### src/rtl/freerun_timer.sv
module freerun_timer #(
  parameter int CNT_W = 16
) (
  input  logic             clk,
  input  logic             rst_n,
  input  logic             reg_addr,
  input  logic             wr_en,
  input  logic [CNT_W-1:0] wr_data,
  output logic [CNT_W-1:0] rd_data,
  input  logic             ext_clk_in,
  input  logic             cmp_clear_req,
  output logic [CNT_W-1:0] count_val,
  output logic             irq
);
  localparam int PRE_W = 6;

  logic [PRE_W-1:0] pre_q;
  logic [2:0]       ext_q;
  logic [CNT_W-1:0] cnt_q;
  logic             src_q, ovf_q, ie_q, stop_q, cmpen_q;
  logic [1:0]       div_q;
  logic             div_tick, ext_edge, tick;
  logic             ctrl_wr, cnt_wr, sw_clr, cmp_clr, wrap;
  logic [7:0]       ctrl_rd;

  always_comb begin
    case (div_q)
      2'd0:    div_tick = &pre_q[1:0];
      2'd1:    div_tick = &pre_q[3:0];
      2'd2:    div_tick = &pre_q[4:0];
      default: div_tick = &pre_q[5:0];
    endcase
  end

  assign ext_edge = ext_q[1] & ~ext_q[2];
  assign tick     = ~stop_q & (src_q ? ext_edge : div_tick);
  assign ctrl_wr  = wr_en & ~reg_addr;
  assign cnt_wr   = wr_en & reg_addr;
  assign sw_clr   = ctrl_wr & wr_data[2];
  assign cmp_clr  = cmp_clear_req & cmpen_q;
  assign wrap     = tick & (&cnt_q) & ~sw_clr & ~cnt_wr & ~cmp_clr;

  always_ff @(posedge clk or negedge rst_n) begin
    if (!rst_n) begin
      pre_q <= '0;
      ext_q <= '0;
    end else begin
      pre_q <= pre_q + 1'b1;
      ext_q <= {ext_q[1:0], ext_clk_in};
    end
  end

  always_ff @(posedge clk or negedge rst_n) begin
    if (!rst_n)       cnt_q <= '0;
    else if (sw_clr)  cnt_q <= '0;
    else if (cnt_wr)  cnt_q <= wr_data;
    else if (cmp_clr) cnt_q <= '0;
    else if (tick)    cnt_q <= cnt_q + 1'b1;
  end

  always_ff @(posedge clk or negedge rst_n) begin
    if (!rst_n) begin
      src_q   <= 1'b0;
      ie_q    <= 1'b0;
      stop_q  <= 1'b1;
      cmpen_q <= 1'b0;
      div_q   <= 2'd0;
      ovf_q   <= 1'b0;
    end else begin
      if (ctrl_wr) begin
        src_q   <= wr_data[7];
        ie_q    <= wr_data[5];
        stop_q  <= wr_data[4];
        cmpen_q <= wr_data[3];
        div_q   <= wr_data[1:0];
      end
      ovf_q <= wrap | (ovf_q & ~(ctrl_wr & ~wr_data[6]));
    end
  end

  assign ctrl_rd   = {src_q, ovf_q, ie_q, stop_q, cmpen_q, 1'b0, div_q};
  assign rd_data   = reg_addr ? cnt_q : {{(CNT_W-8){1'b0}}, ctrl_rd};
  assign count_val = cnt_q;
  assign irq       = ovf_q & ie_q;
endmodule


### config.mk
export PLATFORM = sky130hd
export DESIGN_NAME = freerun_timer
export DESIGN_NICKNAME = d
export VERILOG_FILES = /design/src/rtl/freerun_timer.sv
export SDC_FILE = /design/constraint.sdc
export NUM_CORES = 1
export LEC_CHECK = 0
export ABC_AREA = 0
export BUFFER_PORTS_ARGS = -buffer_cell sky130_fd_sc_hd__buf_2
export CORE_UTILIZATION = 46
export DETAILED_ROUTE_END_ITERATION = 16
export PLACE_DENSITY_LB_ADDON = 0.05
export SETUP_SLACK_MARGIN = 0.02
export SYNTH_ARGS = -nofsm -noshare
export SYNTH_HDL_FRONTEND = slang
export SYNTH_SLANG_ARGS = --single-unit
### constraint.sdc
create_clock -name clk -period 2.25 [get_ports clk]
set_input_delay 0.1125 -clock clk [delete_from_list [all_inputs] [get_ports clk]]
set_output_delay 0.1125 -clock clk [all_outputs]
set_load 0.02 [all_outputs]
==> metrics <==
met3 WL 248 um; Chip Height 65.3 um; Power Density 703 nW/um^2; synth top area cells dfrtp_1, mux2_2, nand2_1; wl on met1 2250 um; Initial Util 0.492; Final Max Slew Viols 0; all-layer global routing usage 0.255; global route overflow 0; # clock sinks 32; Warnings, synthesis 0; worst path cell trace ha_2 > and3_1 > ha_1 > mux2_2 > a21oi_2 > nor3b_4 > buf_6 > nor2_1 > a32o_1; die width 65.3 um; RD Place Congestion 0.803; EDFF count, synth 0; post-synthesis mux area share 0.0855; number of global-route vias before repair 1748; Post-Layout Cell Count 308; actual slew at the worst max-slew pin 0.727 ns; Inserted Clock Buffers 5; post-synthesis xor/xnor area fraction 0.0380; # rows 22; leakage 1.13 nW; Hold WS 0.0765 ns; PortBufs 54; fin util 0.634; buffer depth of the longest clock path 2; vias per cell 5.76; Max FO, Critical Path 6; Syn Inst Count 190; Final Critical Period 2.14 ns; Clock Skew 0.00991 ns; startpoint type of the worst setup path flip-flop; drt first pass iters 4; die area 4260 um^2; crit path DAT 2.32 ns; max_cap viols 0; Clock power frac 0.275; CTS tree done; top-area cell type share of the netlist area 0.421; Seq/Total Area, Yosys 0.435; area leader, netlist dfrtp_1; CP max stage delay 0.41 ns; Worst-path clk slew 0.07 ns; Fmax achieved 468 MHz; largest net degree at the start of global routing 33; area of the multi-input gates 1000 um^2; Cell Int Power 1.08 mW; initial DRC count 106; post-synthesis simple-gate area fraction 0.221; Detail Route Antenna Nets 0; Net count, final 284; Setup TNS 0 ns; final hold viol count 0; synthesized-area fraction occupied by ao, oa, aoi and oai cells 0.164; register area 802 um^2; H-tree depth 2; async set-reset flop share out of synthesis 1.00; Synth Register Bits 32; Logic pwr share 0.286; Commonest cells post-synth dfrtp_1, nand2_1, mux2_2; Sw Share 0.350; Worst EP required 2.43 ns; Peak supply drop 0.436 mV; top sig layer met4; crit end category flip-flop; wire length on met2 2480 um; CTS Root Cell clkbuf_8; Cell Area, Synth 1840 um^2; layout filler cell count 340; net switching power 0.585 mW; Diodes inserted 0; Avg Cell Area, Syn 9.70 um^2; WS Path Type reg -> reg; Sequential Power Share 0.439; initial antenna violation count 0; Worst Hold Class in -> reg; Rel. slew slack 0.515; synth unique cells 43; period utilization 0.950; outcome completed; Remaining DRCs 0; HPWL after DPL 3580 um; syn_nets 215; largest family of logic cells by synthesized area simple AND/OR/NAND/NOR gates; Placed Cells 296; top_reg_cell synth dfrtp_1; Adder-Cell Fraction of Synth Area 0.0204; first-pass GRT wire length 8120 um; share of layout cells above drive strength 1 0.377; most frequent cell after synthesis dfrtp_1; final WL 5040 um; slowest CP cell dfrtp_1; Core Area 3740 um^2; Vias 1774; # IOs 55; # setup viols final 0; routed length per instance 16.4 um; clk_lat worst skew 0.29 ns; Area Growth Syn to Fin 28.9%
## power groups by stage
stage	registers, mW	clock network (mW)	logic, mW
6_report	0.734	0.459	0.477
5_1_grt	0.744	0.495	0.518
4_1_cts	0.731	0.469	0.465
3_5_place_dp	0.742	0	0.460
3_3_place_gp	0.737	0	0.451
2_1_floorplan	0.775	0	0.228
## worst paths after layout
kind / slack [ns] / end / from / depth (start not counted)
max: 0.11 / count_val[12] / pre_q[0] / 9
min: 0.08 / ie_q / wr_data[5] / 2
max reg2reg: 0.11 / count_val[12] / pre_q[0] / 9
min reg2reg: 0.36 / ext_q[1] / ext_q[0] / 0
max in group asynchronous: 1.36 / count_val[8] / rst_n / 2
min in group asynchronous: 0.42 / ie_q / rst_n / 2
## layout make-up
class                   count  share of cell area
inverters                   7              0.0111
clock buffers               8              0.0379
flip-flops and latches     32               0.338
well taps                  48              0.0253
repair buffers             70               0.167
multi-input cells         143               0.421
## through the flow
step           setup WS, ns  cell area, um^2  power [mW]
6_report              0.112             2370        1.67
5_1_grt             -0.0160             2370        1.76
4_1_cts              0.0324             2330        1.67
3_5_place_dp         0.0493             2220        1.20
3_3_place_gp          0.106             2220        1.19
2_1_floorplan        0.0860             1840        1.00
## kinds of logic after synthesis
kind of cell | after synthesis
buffers and inverters | 15
adder cells (fa/ha/maj) | 3
AO/OA/AOI/OAI | 43
flip-flops | 32
XOR/XNOR | 8
AND/OR/NAND/NOR | 75
multiplexers | 14
## worst max-delay path: cells and delay by family, from the launching register on
| kind | cells | cell delay, ns |
|---|---|---|
| multiplexers | 1 | 0.27 |
| flip-flops | 1 | 0.41 |
| AO/OA/AOI/OAI | 2 | 0.37 |
| adder cells (fa/ha/maj) | 2 | 0.37 |
| buffers and inverters | 1 | 0.16 |
| AND/OR/NAND/NOR | 3 | 0.46 |
## per-layer routing
layer  track usage  vias to the layer above
met5             0                        -
met2         0.436                       55
li1              -                      834
met4         0.120                        0
met1         0.309                      878
met3        0.0486                        7
## timing repair
| action | 4_1_cts | 5_1_grt |
|---|---|---|
| resized for setup | 0 | 8 |
| endpoints found under the setup margin | 0 | 14 |
| setup buffers | 0 | 1 |
| endpoints found under the hold margin | 32 | 0 |
| hold buffers | 2 | 0 |
## state kept, by name, summed over array words and instances, names as in the netlist
register	cells
count_val	16
cmpen_q	1
ext_q	3
ie_q	1
src_q	1
stop_q	1
pre_q	6
ovf_q	1
div_q	2
## placed cells by master (no fill, tap or decap), types with 4 or more instances in the layout
| cell type | instances |
|---|---|
| a21oi_1 | 6 |
| a22oi_1 | 4 |
| and2_1 | 11 |
| buf_2 | 55 |
| buf_4 | 12 |
| clkbuf_8 | 6 |
| dfrtp_1 | 31 |
| inv_1 | 7 |
| mux2_2 | 14 |
| nand2_1 | 20 |
| nand3_1 | 9 |
| nor2_1 | 10 |
| nor3_1 | 6 |
| nor4_1 | 5 |
| o21ai_0 | 11 |
| xnor2_1 | 5 |
Power figures use the tool's default switching activity.
